--- config.mk ---
export PLATFORM = sky130hd
export DESIGN_NAME = activity_log
export DESIGN_NICKNAME = d
export VERILOG_FILES = /design/src/rtl/actlog_pkg.sv /design/src/rtl/actlog_cmd.sv /design/src/rtl/actlog_evsrc.sv /design/src/rtl/actlog_pdsrc.sv /design/src/rtl/actlog_store.sv /design/src/rtl/activity_log.sv
export SDC_FILE = /design/constraint.sdc
export NUM_CORES = 2
export LEC_CHECK = 0
export CORE_MARGIN = 1.5
export CORE_UTILIZATION = 40
export CTS_CLUSTER_SIZE = 8
export DETAILED_ROUTE_END_ITERATION = 6
export GPL_ROUTABILITY_DRIVEN = 0
export GPL_TIMING_DRIVEN = 0
export RECOVER_POWER = 50
export REMOVE_ABC_BUFFERS = 1
export SKIP_CTS_REPAIR_TIMING = 1
export SYNTH_ARGS = -nofsm -noshare
export SYNTH_HDL_FRONTEND = slang
export SYNTH_HIERARCHICAL = 1
export SYNTH_SLANG_ARGS = --single-unit
--- constraint.sdc ---
create_clock -name clk -period 14.1 [get_ports clk]
set_input_delay 2.82 -clock clk [delete_from_list [all_inputs] [get_ports clk]]
set_output_delay 2.82 -clock clk [all_outputs]
set_load 0.1 [all_outputs]
--- src/rtl/actlog_pkg.sv ---
package actlog_pkg;

   typedef enum logic [7:0] {
      CMD_LOG_OFF     = 8'h00,
      CMD_LOG_ON      = 8'h01,
      CMD_WIPE        = 8'h02,
      CMD_ACLR_OFF    = 8'h03,
      CMD_ACLR_ON     = 8'h04,
      CMD_MODE_STOP   = 8'h05,
      CMD_MODE_RING   = 8'h06,
      CMD_SEL_LOG     = 8'h07,
      CMD_SEL_STATUS  = 8'h08
   } actlog_cmd_e;

   localparam int STAT_EN_BIT   = 0;
   localparam int STAT_ACLR_BIT = 1;
   localparam int STAT_OVF_BIT  = 2;
   localparam int STAT_FILL_LSB = 3;
   localparam int STAT_FILL_MAX = 8;

   typedef enum logic {
      KIND_EVENT    = 1'b0,
      KIND_PERIODIC = 1'b1
   } actlog_kind_e;

endpackage

--- src/rtl/actlog_cmd.sv ---
module actlog_cmd
   import actlog_pkg::*;
#(
   parameter int DATA_W = 32
) (
   input  logic              clk,
   input  logic              rst_n,
   input  logic              wr,
   input  logic [DATA_W-1:0] wdata,
   output logic              log_on,
   output logic              aclr_on,
   output logic              ring_on,
   output logic              sel_log,
   output logic              wipe_p,
   output logic              restart_p
);

   logic       code_ok;
   logic [7:0] code;

   assign code_ok = wr && (wdata[DATA_W-1:8] == '0);
   assign code    = wdata[7:0];

   always_comb begin
      wipe_p    = code_ok && (code == CMD_WIPE);
      restart_p = code_ok && (code == CMD_SEL_LOG);
   end

   always_ff @(posedge clk or negedge rst_n) begin
      if (!rst_n) begin
         log_on  <= 1'b0;
         aclr_on <= 1'b0;
         ring_on <= 1'b0;
         sel_log <= 1'b0;
      end else if (code_ok) begin
         case (code)
            CMD_LOG_OFF:    log_on  <= 1'b0;
            CMD_LOG_ON:     log_on  <= 1'b1;
            CMD_ACLR_OFF:   aclr_on <= 1'b0;
            CMD_ACLR_ON:    aclr_on <= 1'b1;
            CMD_MODE_STOP:  ring_on <= 1'b0;
            CMD_MODE_RING:  ring_on <= 1'b1;
            CMD_SEL_LOG:    sel_log <= 1'b1;
            CMD_SEL_STATUS: sel_log <= 1'b0;
            default: ;
         endcase
      end
   end

   // enable command takes effect on the next cycle
   a_r2_log_on_cmd: assert property (@(posedge clk) disable iff (!rst_n)
      (wr && wdata == DATA_W'(1)) |=> log_on);

   // out-of-range command leaves every mode bit untouched
   a_r13_bad_code_ignored: assert property (@(posedge clk) disable iff (!rst_n)
      (wr && wdata > DATA_W'(8)) |=> $stable({log_on, aclr_on, ring_on, sel_log}));

endmodule

--- src/rtl/actlog_evsrc.sv ---
module actlog_evsrc #(
   parameter int DATA_W = 32,
   parameter int DWORDS = 1,
   parameter int BUS_W  = 32
) (
   input  logic              clk,
   input  logic              rst_n,
   input  logic              log_on,
   input  logic              ev_valid,
   input  logic [BUS_W-1:0]  ev_data,
   output logic              ev_ready,
   output logic              wr_vld,
   output logic [DATA_W-1:0] wr_word
);

   localparam int ENTRY_W = 1 + DWORDS;
   localparam int CNT_W   = $clog2(ENTRY_W + 1);

   logic [DATA_W-1:0]               stamp;
   logic [ENTRY_W-1:0][DATA_W-1:0]  load_v;
   logic [ENTRY_W-1:0][DATA_W-1:0]  sh;
   logic [CNT_W-1:0]                left;
   logic                            take;

   assign load_v[0] = stamp;

   generate
      if (DWORDS > 0) begin : g_data
         for (genvar g = 0; g < DWORDS; g++) begin : g_word
            assign load_v[g+1] = ev_data[g*DATA_W +: DATA_W];
         end
      end else begin : g_nodata
         logic unused_ev_data;
         assign unused_ev_data = ^ev_data;
      end
   endgenerate

   assign ev_ready = (left == '0);
   assign take     = ev_ready && ev_valid && log_on;
   assign wr_vld   = (left != '0);
   assign wr_word  = sh[0];

   always_ff @(posedge clk or negedge rst_n) begin
      if (!rst_n) begin
         stamp <= '0;
         sh    <= '0;
         left  <= '0;
      end else begin
         stamp <= stamp + 1'b1;
         if (take) begin
            sh   <= load_v;
            left <= CNT_W'(ENTRY_W);
         end else if (left != '0) begin
            for (int k = 0; k < ENTRY_W - 1; k++) sh[k] <= sh[k+1];
            left <= left - 1'b1;
         end
      end
   end

   // a stored run of words begins only after an accepted event
   a_r7_entry_follows_accept: assert property (@(posedge clk) disable iff (!rst_n)
      $rose(wr_vld) |-> $past(ev_valid && log_on));

   // no acceptance while an entry is still being stored
   a_r7_busy_not_ready: assert property (@(posedge clk) disable iff (!rst_n)
      (ev_valid && ev_ready && log_on) |=> !ev_ready);

endmodule

--- src/rtl/actlog_pdsrc.sv ---
module actlog_pdsrc #(
   parameter int DATA_W = 32,
   parameter int INTV_W = 16
) (
   input  logic              clk,
   input  logic              rst_n,
   input  logic              log_on,
   input  logic [INTV_W-1:0] interval,
   input  logic [DATA_W-1:0] sample,
   output logic              wr_vld,
   output logic [DATA_W-1:0] wr_word
);

   logic [INTV_W-1:0] tick;
   logic [INTV_W-1:0] last;

   assign last    = (interval == '0) ? '0 : interval - 1'b1;
   assign wr_vld  = log_on && (tick >= last);
   assign wr_word = sample;

   always_ff @(posedge clk or negedge rst_n) begin
      if (!rst_n)             tick <= '0;
      else if (!log_on)       tick <= '0;
      else if (tick >= last)  tick <= '0;
      else                    tick <= tick + 1'b1;
   end

   // back-to-back samples only with an interval of one cycle or less
   a_r12_sample_spacing: assert property (@(posedge clk) disable iff (!rst_n)
      wr_vld |=> (interval <= INTV_W'(1)) || !wr_vld);

endmodule

--- src/rtl/actlog_store.sv ---
module actlog_store #(
   parameter int DATA_W = 32,
   parameter int DEPTH  = 128
) (
   input  logic                        clk,
   input  logic                        rst_n,
   input  logic                        wr_vld,
   input  logic [DATA_W-1:0]           wr_word,
   input  logic                        ring_on,
   input  logic                        aclr_on,
   input  logic                        wipe_cmd,
   input  logic                        restart,
   input  logic                        rd_take,
   output logic [DATA_W-1:0]           rd_word,
   output logic [$clog2(DEPTH+1)-1:0]  fill,
   output logic                        ovf
);

   localparam int AW     = $clog2(DEPTH);
   localparam int FILL_W = $clog2(DEPTH + 1);
   localparam logic [FILL_W-1:0] FULL_CNT = FILL_W'(DEPTH);

   logic [DATA_W-1:0] mem [DEPTH];
   logic [AW-1:0]     head;
   logic [AW-1:0]     wpos;
   logic [AW-1:0]     rpos;
   logic [FILL_W-1:0] rd_idx;
   logic [FILL_W-1:0] rd_nxt;
   logic              has_rd, last_rd, wipe, full, adv, evict, store_en;

   always_comb begin
      full     = (fill == FULL_CNT);
      has_rd   = (rd_idx < fill);
      adv      = rd_take && has_rd;
      last_rd  = adv && (FILL_W'(rd_idx + 1'b1) == fill);
      wipe     = wipe_cmd || (aclr_on && last_rd);
      evict    = wr_vld && full && ring_on && !wipe;
      store_en = wr_vld && (wipe || !full || ring_on);
      wpos     = wipe ? '0 : AW'(head + fill[AW-1:0]);
      rpos     = AW'(head + rd_idx[AW-1:0]);
      rd_word  = has_rd ? mem[rpos] : '0;
      rd_nxt   = rd_idx;
      if (adv)                    rd_nxt = rd_nxt + 1'b1;
      if (evict && rd_nxt != '0)  rd_nxt = rd_nxt - 1'b1;
   end

   always_ff @(posedge clk) begin
      if (store_en) mem[wpos] <= wr_word;
   end

   always_ff @(posedge clk or negedge rst_n) begin
      if (!rst_n) begin
         head   <= '0;
         fill   <= '0;
         rd_idx <= '0;
         ovf    <= 1'b0;
      end else if (wipe) begin
         head   <= '0;
         fill   <= wr_vld ? FILL_W'(1) : '0;
         rd_idx <= '0;
         ovf    <= 1'b0;
      end else begin
         if (wr_vld) begin
            if (!full) begin
               fill <= fill + 1'b1;
            end else begin
               ovf <= 1'b1;
               if (ring_on) head <= head + 1'b1;
            end
         end
         rd_idx <= restart ? '0 : rd_nxt;
      end
   end

   // the fill amount never exceeds the memory depth
   a_r8_fill_bound: assert property (@(posedge clk) disable iff (!rst_n)
      fill <= FULL_CNT);

   // readout position never passes the fill amount
   a_r10_rd_bound: assert property (@(posedge clk) disable iff (!rst_n)
      rd_idx <= fill);

   // emptying leaves at most the word stored alongside it, no overflow
   a_r3_wipe_empties: assert property (@(posedge clk) disable iff (!rst_n)
      wipe |=> (fill <= FILL_W'(1)) && !ovf);

   // overwrite-oldest mode stays full once full
   a_r9_ring_stays_full: assert property (@(posedge clk) disable iff (!rst_n)
      (ring_on && full && !wipe) |=> full);

   // stop-when-full mode freezes the stored window
   a_r8_stop_frozen: assert property (@(posedge clk) disable iff (!rst_n)
      (!ring_on && full && !wipe) |=> (full && $stable(head)));

   // a word arriving with the final read survives the clear
   a_r11_aclr_keeps_word: assert property (@(posedge clk) disable iff (!rst_n)
      (aclr_on && last_rd && !wipe_cmd && wr_vld) |=> fill == FILL_W'(1));

endmodule

--- src/rtl/activity_log.sv ---
module activity_log
   import actlog_pkg::*;
#(
   parameter int DATA_W         = 32,
   parameter int DEPTH          = 128,
   parameter int LOG_KIND       = 0,
   parameter int EVT_DATA_WORDS = 1,
   parameter int INTV_W         = 16,
   localparam int EV_BUS_W      = (EVT_DATA_WORDS > 0) ? EVT_DATA_WORDS * DATA_W : 1
) (
   input  logic                clk,
   input  logic                rst_n,
   input  logic                reg_wr,
   input  logic                reg_rd,
   input  logic [DATA_W-1:0]   reg_wdata,
   output logic [DATA_W-1:0]   reg_rdata,
   input  logic                ev_valid,
   input  logic [EV_BUS_W-1:0] ev_data,
   output logic                ev_ready,
   input  logic [DATA_W-1:0]   smp_data,
   input  logic [INTV_W-1:0]   smp_interval
);

   localparam int FILL_W = $clog2(DEPTH + 1);

   generate
      if (DEPTH < 2 || (DEPTH & (DEPTH - 1)) != 0) begin : g_bad_depth
         $error("activity_log: DEPTH must be a power of two, at least 2");
      end
      if (FILL_W > STAT_FILL_MAX) begin : g_bad_fill
         $error("activity_log: fill amount does not fit status bits 10..3");
      end
      if (DATA_W < 32) begin : g_bad_width
         $error("activity_log: DATA_W must be at least 32");
      end
      if (LOG_KIND != 0 && LOG_KIND != 1) begin : g_bad_kind
         $error("activity_log: LOG_KIND must be 0 (event) or 1 (periodic)");
      end
   endgenerate

   logic              log_on, aclr_on, ring_on, sel_log, wipe_p, restart_p;
   logic              wr_vld;
   logic [DATA_W-1:0] wr_word;
   logic [DATA_W-1:0] rd_word;
   logic [FILL_W-1:0] fill;
   logic              ovf;
   logic [DATA_W-1:0] status;

   actlog_cmd #(.DATA_W(DATA_W)) cmd_i (
      .clk       (clk),
      .rst_n     (rst_n),
      .wr        (reg_wr),
      .wdata     (reg_wdata),
      .log_on    (log_on),
      .aclr_on   (aclr_on),
      .ring_on   (ring_on),
      .sel_log   (sel_log),
      .wipe_p    (wipe_p),
      .restart_p (restart_p)
   );

   generate
      if (LOG_KIND == int'(KIND_EVENT)) begin : g_event
         actlog_evsrc #(.DATA_W(DATA_W), .DWORDS(EVT_DATA_WORDS), .BUS_W(EV_BUS_W)) src_i (
            .clk      (clk),
            .rst_n    (rst_n),
            .log_on   (log_on),
            .ev_valid (ev_valid),
            .ev_data  (ev_data),
            .ev_ready (ev_ready),
            .wr_vld   (wr_vld),
            .wr_word  (wr_word)
         );
         logic unused_smp;
         assign unused_smp = ^{smp_data, smp_interval};
      end else begin : g_periodic
         actlog_pdsrc #(.DATA_W(DATA_W), .INTV_W(INTV_W)) src_i (
            .clk      (clk),
            .rst_n    (rst_n),
            .log_on   (log_on),
            .interval (smp_interval),
            .sample   (smp_data),
            .wr_vld   (wr_vld),
            .wr_word  (wr_word)
         );
         assign ev_ready = 1'b0;
         logic unused_ev;
         assign unused_ev = ^{ev_valid, ev_data};
      end
   endgenerate

   actlog_store #(.DATA_W(DATA_W), .DEPTH(DEPTH)) store_i (
      .clk      (clk),
      .rst_n    (rst_n),
      .wr_vld   (wr_vld),
      .wr_word  (wr_word),
      .ring_on  (ring_on),
      .aclr_on  (aclr_on),
      .wipe_cmd (wipe_p),
      .restart  (restart_p),
      .rd_take  (reg_rd && sel_log),
      .rd_word  (rd_word),
      .fill     (fill),
      .ovf      (ovf)
   );

   always_comb begin
      status                             = '0;
      status[STAT_EN_BIT]                = log_on;
      status[STAT_ACLR_BIT]              = aclr_on;
      status[STAT_OVF_BIT]               = ovf;
      status[STAT_FILL_LSB +: FILL_W]    = fill;
   end

   always_ff @(posedge clk or negedge rst_n) begin
      if (!rst_n)      reg_rdata <= '0;
      else if (reg_rd) reg_rdata <= sel_log ? rd_word : status;
   end

   // read data holds without a read strobe
   a_r14_rdata_hold: assert property (@(posedge clk) disable iff (!rst_n)
      !reg_rd |=> $stable(reg_rdata));

   // status reads keep the upper bits at zero
   a_r6_status_upper_zero: assert property (@(posedge clk) disable iff (!rst_n)
      (reg_rd && !sel_log) |=> (reg_rdata >> (STAT_FILL_LSB + FILL_W)) == '0);

endmodule

# --- Word level (Yosys, flattened, before mapping) ---
# Memory sizes are Yosys's and may differ from the RTL's.
# Index checks and enable logic that the tools add are counted.
word_totals:
  ff_bits: 158
  mem_bits_rw: 4096
  in_bits: 117
  mem_count: 1
classes:
  n_addsub: 8
  order_cmp: 1
  eq_ne: 11
  mux: 28
  n_reduce_logical: 39
memory_table:
  columns: ["memory", "depth", "word_bits", "rd", "rd_clocked_by_memory_dff", "write_ports", "line_no", "source"]
  rows:
  - ["store_i.mem", 128, 32, 1, 0, 1, "actlog_store.sv:23", "logic [DATA_W-1:0] mem [DEPTH];"]
ops:
  columns: ["cell", "n"]
  rows:
  - ["$mux W32", 4]
  - ["$mux W8", 7]
  - ["$mux W7", 5]
  - ["$add A32 B1 Y32 const B", 1]
  - ["$eq A8 B3 Y1 const B", 4]
  - ["$logic_not A24 Y1", 1]
  - ["$reduce_bool A2 Y1", 9]
  - ["$add A8 B1 Y8 const B", 2]
  - ["$eq A8 B2 Y1 const B", 2]
  - ["$add A7 B7 Y7", 2]
  - ["$logic_and A1 B1 Y1", 14]
  - ["$reduce_and A2 Y1", 6]
  - ["$eq A8 B1 Y1 const B", 1]
  - ["$eq A8 B4 Y1 const B", 1]
  - ["$eq A8 B8 Y1", 1]
  - ["$eq A8 B8 Y1 const B", 1]
  - ["$logic_not A8 Y1", 1]
  - ["$lt A8 B8 Y1", 1]
  - ["$pmux W1 S2", 4]
  - ["$reduce_bool A8 Y1", 1]
  - ["$sub A8 B1 Y8 const B", 1]
  - ["$add A7 B1 Y7 const B", 1]
  - ["$mux W1", 6]
  - ["$mux W2", 2]
  - ["other kinds (6)", 9]

# --- Depth between registers and ports, before layout ---
logic_depth:
  ltp_word: 11
  mapped_depth: 15
  ltp_nobuf: 11

# --- Hierarchy ---
# Netlist, hierarchy kept.
modules_own_cells:
  columns: ["module", "n_inst", "cells_per_inst", "area_per_inst_um2", "seq_area_each_um2"]
  rows:
  - ["actlog_store", 1, 7182, 159362.8, 123598.5]
  - ["actlog_evsrc", 1, 378, 4459.3, 2452.4]
  - ["activity_log", 1, 136, 1351.3, 800.8]
  - ["actlog_cmd", 1, 45, 400.4, 100.1]

# --- Worst setup path before layout ---
# Ideal clock, no wire load.
synth_path:
  kind: "input port to flip-flop"
  startpoint: "in reg_wdata[20]"
  endpoint: "mem store_i.mem[104][0], enable pin"
  setup_time_ps: 421
  arrival_time_ps: 6287
  required_time_ps: 13679
  path_slack_ps: 7392
  stages: 7
  path_buffers: 1
  cell_sequence: "or4_1 -> or3_1 -> nor4_1 -> a21o_1 -> a21oi_1 -> clkbuf_1 -> nor2_1"
synth_between:
  elab_chain_cells: 9
  word_cells_on_any_way: 10
  cone_classes: "mux (3); reduce/logical (7)"
synth_rtl:
  columns: ["item", "line_no", "source"]
  rows:
  - ["from (decl)", "activity_log.sv:15", "input logic [DATA_W-1:0] reg_wdata,"]
  - ["$logic_not A24 Y1 *", "actlog_cmd.sv:21", "assign code_ok = wr && (wdata[DATA_W-1:8] == '0);"]
  - ["$logic_and A1 B1 Y1 *", "actlog_cmd.sv:21", null]
  - ["$logic_and A1 B1 Y1 *", "actlog_cmd.sv:25", "wipe_p = code_ok && (code == CMD_WIPE);"]
  - ["via wipe_p", "activity_log.sv:41", "logic log_on, aclr_on, ring_on, sel_log, wipe_p, restart_p;"]
  - ["$logic_or A1 B1 Y1 *", "actlog_store.sv:36", "wipe = wipe_cmd || (aclr_on && last_rd);"]
  - ["$logic_or A1 B1 Y1 (2 in a row)", "actlog_store.sv:38", "store_en = wr_vld && (wipe || !full || ring_on);"]
  - ["$logic_and A1 B1 Y1", "actlog_store.sv:38", null]
  - ["$mux W1", "actlog_store.sv:48", "if (store_en) mem[wpos] <= wr_word;"]
  - ["$mux W1 (implied by the code)", "actlog_store.sv:48", null]
  - ["to (decl)", "actlog_store.sv:23", null]
# Mark *: on every way through the listed nets, which the timed path passes. The rest lies on a longest branch.

# --- Worst setup path in the final report ---
layout_path:
  startpoint: "in reg_rd"
  endpoint: "mem store_i.mem[56][24], enable pin"
layout_between:
  elab_chain_cells: 10
  word_cells_on_any_way: 11
  cone_classes: "mux (3); reduce/logical (8)"
layout_rtl:
  columns: ["item", "line_no", "source"]
  rows:
  - ["from (decl)", "activity_log.sv:14", "input logic reg_rd,"]
  - ["$logic_and A1 B1 Y1 *", "activity_log.sv:101", ".rd_take (reg_rd && sel_log),"]
  - ["$logic_and A1 B1 Y1 *", "actlog_store.sv:34", "adv = rd_take && has_rd;"]
  - ["$logic_and A1 B1 Y1 *", "actlog_store.sv:35", "last_rd = adv && (FILL_W'(rd_idx + 1'b1) == fill);"]
  - ["$logic_and A1 B1 Y1 *", "actlog_store.sv:36", null]
  - ["$logic_or A1 B1 Y1 *", "actlog_store.sv:36", null]
  - ["$logic_or A1 B1 Y1 (2 in a row)", "actlog_store.sv:38", null]
  - ["$logic_and A1 B1 Y1", "actlog_store.sv:38", null]
  - ["$mux W1", "actlog_store.sv:48", null]
  - ["$mux W1 (implied by the code)", "actlog_store.sv:48", null]
# Mark *: on every way between the ends. The rest lies on a longest branch, timed or not.

==> impl_metrics.env <==
export IMPL_tritoncts="yes"
export IMPL_violations="capacitance limit, slew limit"
export IMPL_p_switching_uw=5090
export IMPL_grt_pass1_vias=84600
export IMPL_synth_common_cells="edfxtp_1 (4096), mux4_2 (1151), nand2_1 (517)"
export IMPL_grt_antenna_before_repair=21
export IMPL_drive_gt1_share_pct=27.4
export IMPL_maxCapViolCount=66
export IMPL_worstPathCellList="buf_2, buf_12, and2_1, inv_1, a211o_1, nor4_2, a21o_1, a21oi_4, buf_16, nor2b_4, buf_16"
export IMPL_p_per_area_nw_per_um2=136
export IMPL_yosys_most_used_dff="edfxtp_1"
export IMPL_core_um2=413000
export IMPL_vias=82300
export IMPL_setup_viol=0
export IMPL_cp_common_cell="buf_16"
export IMPL_crit_required_ns=14.81
export IMPL_min_path_type="flip-flop to flip-flop"
export IMPL_grt_usage_pct=20.9
export IMPL_start_util_pct=40.1
export IMPL_seqPwrFrac_pct=51.5
export IMPL_fill_cells=33200
export IMPL_fin_crit_ns=6.82
export IMPL_crit_path_start_kind="input pin"
export IMPL_grt_max_degree=96
export IMPL_synth_area_leader_cell="edfxtp_1"
export IMPL_p_int_uw=21500
export IMPL_drtIter0Drc=10400
export IMPL_leakage_uw=0.0687
export IMPL_synth_edf_count=4096
export IMPL_comb_power_share_pct=0.3
export IMPL_htree_levels=6
export IMPL_max_freq_ghz=0.147
export IMPL_clockPowerShare_pct=48.2
export IMPL_die_h_um=646
export IMPL_worst_slew_pin_slew_ns=4.26
export IMPL_timing_final_max_slew_violations=4289
export IMPL_fin_ws_ns=7.28
export IMPL_ys_types=78
export IMPL_hpwl_mm=269
export IMPL_chipWidth_um=646
export IMPL_clkSlewWorstSetupHoldPaths_ns=0.05
export IMPL_drt_wl_total_mm=440
export IMPL_whs_ns=0.482
export IMPL_drc=0
export IMPL_fin_setup_tns_ns=0
export IMPL_cts_max_path_buffers=4
export IMPL_io_buffers=101
export IMPL_crit_arrival_ns=7.53
export IMPL_endpoint_kind="flip-flop"
export IMPL_critPathTopFamily="simple AND/OR/NAND/NOR gates"
export IMPL_synth_top_cells_by_area="edfxtp_1 (74%), mux4_2 (16%), dfrtp_1 (2.4%)"
export IMPL_ys_ff_latch=4254
export IMPL_synth_seq_area_share_pct=76.7
export IMPL_rows=236
export IMPL_die_area_um2=418000
export IMPL_clk_latency_ns=1.03
export IMPL_wl_per_cell_um=31.7
export IMPL_critical_path_class="input pin to flip-flop"
export IMPL_area_growth_pct=17.8
export IMPL_synthCells=7741
export IMPL_firstDrtPassIters=6
export IMPL_finalHoldViolCount=0
export IMPL_grt_pass1_wl_mm=624
export IMPL_ant_nets=0
export IMPL_max_slew_margin_pct=-184
export IMPL_post_place_ws_ns=6.36
export IMPL_final_net_count=8435
export IMPL_seqCellArea_um2=127000
export IMPL_syn_area_um2=166000
export IMPL_rsz0062_at_grt="no"
export IMPL_io_pins=150
export IMPL_ir_worst_vdd_mv=0.118
export IMPL_fin_util_pct=47.3
export IMPL_min_period_over_period_pct=48.4
export IMPL_cts_buffers=602
export IMPL_yosys_area_top_type_share_pct=74.3
export IMPL_yosysWarnings=6
export IMPL_yosysMostFrequentCell="edfxtp_1"
export IMPL_outcome="complete, but fails checks"
export IMPL_multiInputGateArea_um2=37300
export IMPL_path_buf_inv=5
export IMPL_async_flop_share_pct=3.71
export IMPL_max_stage_delay_ns=0.78
export IMPL_cpMaxStageDelayCell="a21o_1"
export IMPL_viasPerCell=5.92
export IMPL_clock_sinks=4254
export IMPL_swShare_pct=19.2
export IMPL_grt_overflow=0
export IMPL_critPathMaxFanout=40
export IMPL_avgSynthCellArea_um2=21.4
export IMPL_clockRootBuffer="clkbuf_16"
export IMPL_skew_ns=0.0607
cells by family (layout without fill, tap and decap cells):
logic type	count (synthesis)	in the layout	share of synthesized area, %
XOR/XNOR	65	65	0.357
flip-flops	4254	4254	76.7
adder cells (fa/ha/maj)	30	30	0.236
multiplexers	1231	1231	16.2
buffers and inverters	516	1197	1.44
AO/OA/AOI/OAI	544	544	2.12
AND/OR/NAND/NOR	1101	1101	3.01
other	0	5	0
power by group through the flow:
stage | clock network [µW] | registers, µW | logic, µW
5_1_grt | 13500 | 13700 | 75.6
6_report | 12800 | 13700 | 70.7
3_5_place_dp | 0 | 13900 | 71.2
4_1_cts | 13000 | 13700 | 71.5
2_1_floorplan | 0 | 13900 | 11.7
3_3_place_gp | 0 | 13900 | 68.6
sequential cells by signal, indices dropped and copies added, names as in the netlist, 2 cells and up:
name,flops
store_i/mem,4096
g_event.src_i/sh,32
g_event.src_i/stamp,32
g_event.src_i/wr_word,32
reg_rdata,32
store_i/fill,8
store_i/rd_idx,8
store_i/head,7
g_event.src_i/left,2
worst reg2reg max path, stage by stage (launching register included):
cell and delay [ns]:
dfrtp_1 0.54, ha_4 0.26, fa_4 1.30, buf_16 0.35, buf_12 0.26, buf_16 0.29
buf_16 0.31, mux4_2 0.30, nand2_1 0.06, a21oi_1 0.40, nor3_1 0.25, o31a_1 0.52
nor4_1 1.20, nand3_1 0.18, o21ai_0 0.14
cells in the final DEF (no fill, tap or decap), types with 38 or more instances in the layout:
cell             netlist  final
edfxtp_1            4096   4096
mux4_2              1151   1151
clkbuf_16              0    617
nand2_1              517    509
a21oi_1              255    252
dfrtp_1              158    157
buf_12                 0    127
nand3_1              128    124
nor2_4                 0    122
clkbuf_1             219    112
buf_16                 0    109
clkdlybuf4s50_1        0     99
nor2_1               210     88
nor3_1                77     76
nor4_1                49     51
mux2i_1               46     46
inv_1                 43     43
a211oi_1              38     38
per-layer routing:
layer	track usage [%]	routed length, µm
met2	33.0	206000
met1	28.3	170000
met5	0.451	294
met4	8.51	20600
met3	4.39	43100
cell type report:
cell class / instances / area share (%)
clock inverters: 42 / 0.325
diodes: 5 / 0.00642
multi-input cells: 2971 / 19.2
flip-flops and latches: 4254 / 65.1
clock buffers: 696 / 8.08
inverters: 43 / 0.0828
well taps: 5474 / 3.51
repair buffers: 416 / 3.73
final timing paths:
kind	cells past startpoint	start	slack, ns	end
worst min-delay path	1	g_event.src_i/stamp[31]$_DFF_PN0_	0.48	g_event.src_i/stamp[31]$_DFF_PN0_
worst min register to register	1	g_event.src_i/stamp[31]$_DFF_PN0_	0.48	g_event.src_i/stamp[31]$_DFF_PN0_
max in group asynchronous	1	rst_n	8.52	store_i/rd_idx[2]$_DFF_PN0_
min in group asynchronous	1	rst_n	3.22	g_event.src_i/stamp[0]$_DFF_PN0_
worst max-delay path	11	reg_rd	7.28	store_i/mem[56][24]$_DFFE_PP_
worst max register to register	14	store_i/rd_idx[0]$_DFF_PN0_	7.71	reg_rdata[25]$_DFFE_PN0P_
metrics by stage:
stage / total power [µW] / instance area (µm²) / std cells
finish: 26600 / 195000 / 13900
global route: 27300 / 195000 / 13900
CTS: 26800 / 196000 / 13900
detailed placement: 14000 / 180000 / 13200
global placement: 14000 / 171000 / 12800
floorplan: 13900 / 163000 / 7268
Note: power is estimated with default switching activity, not from simulation.
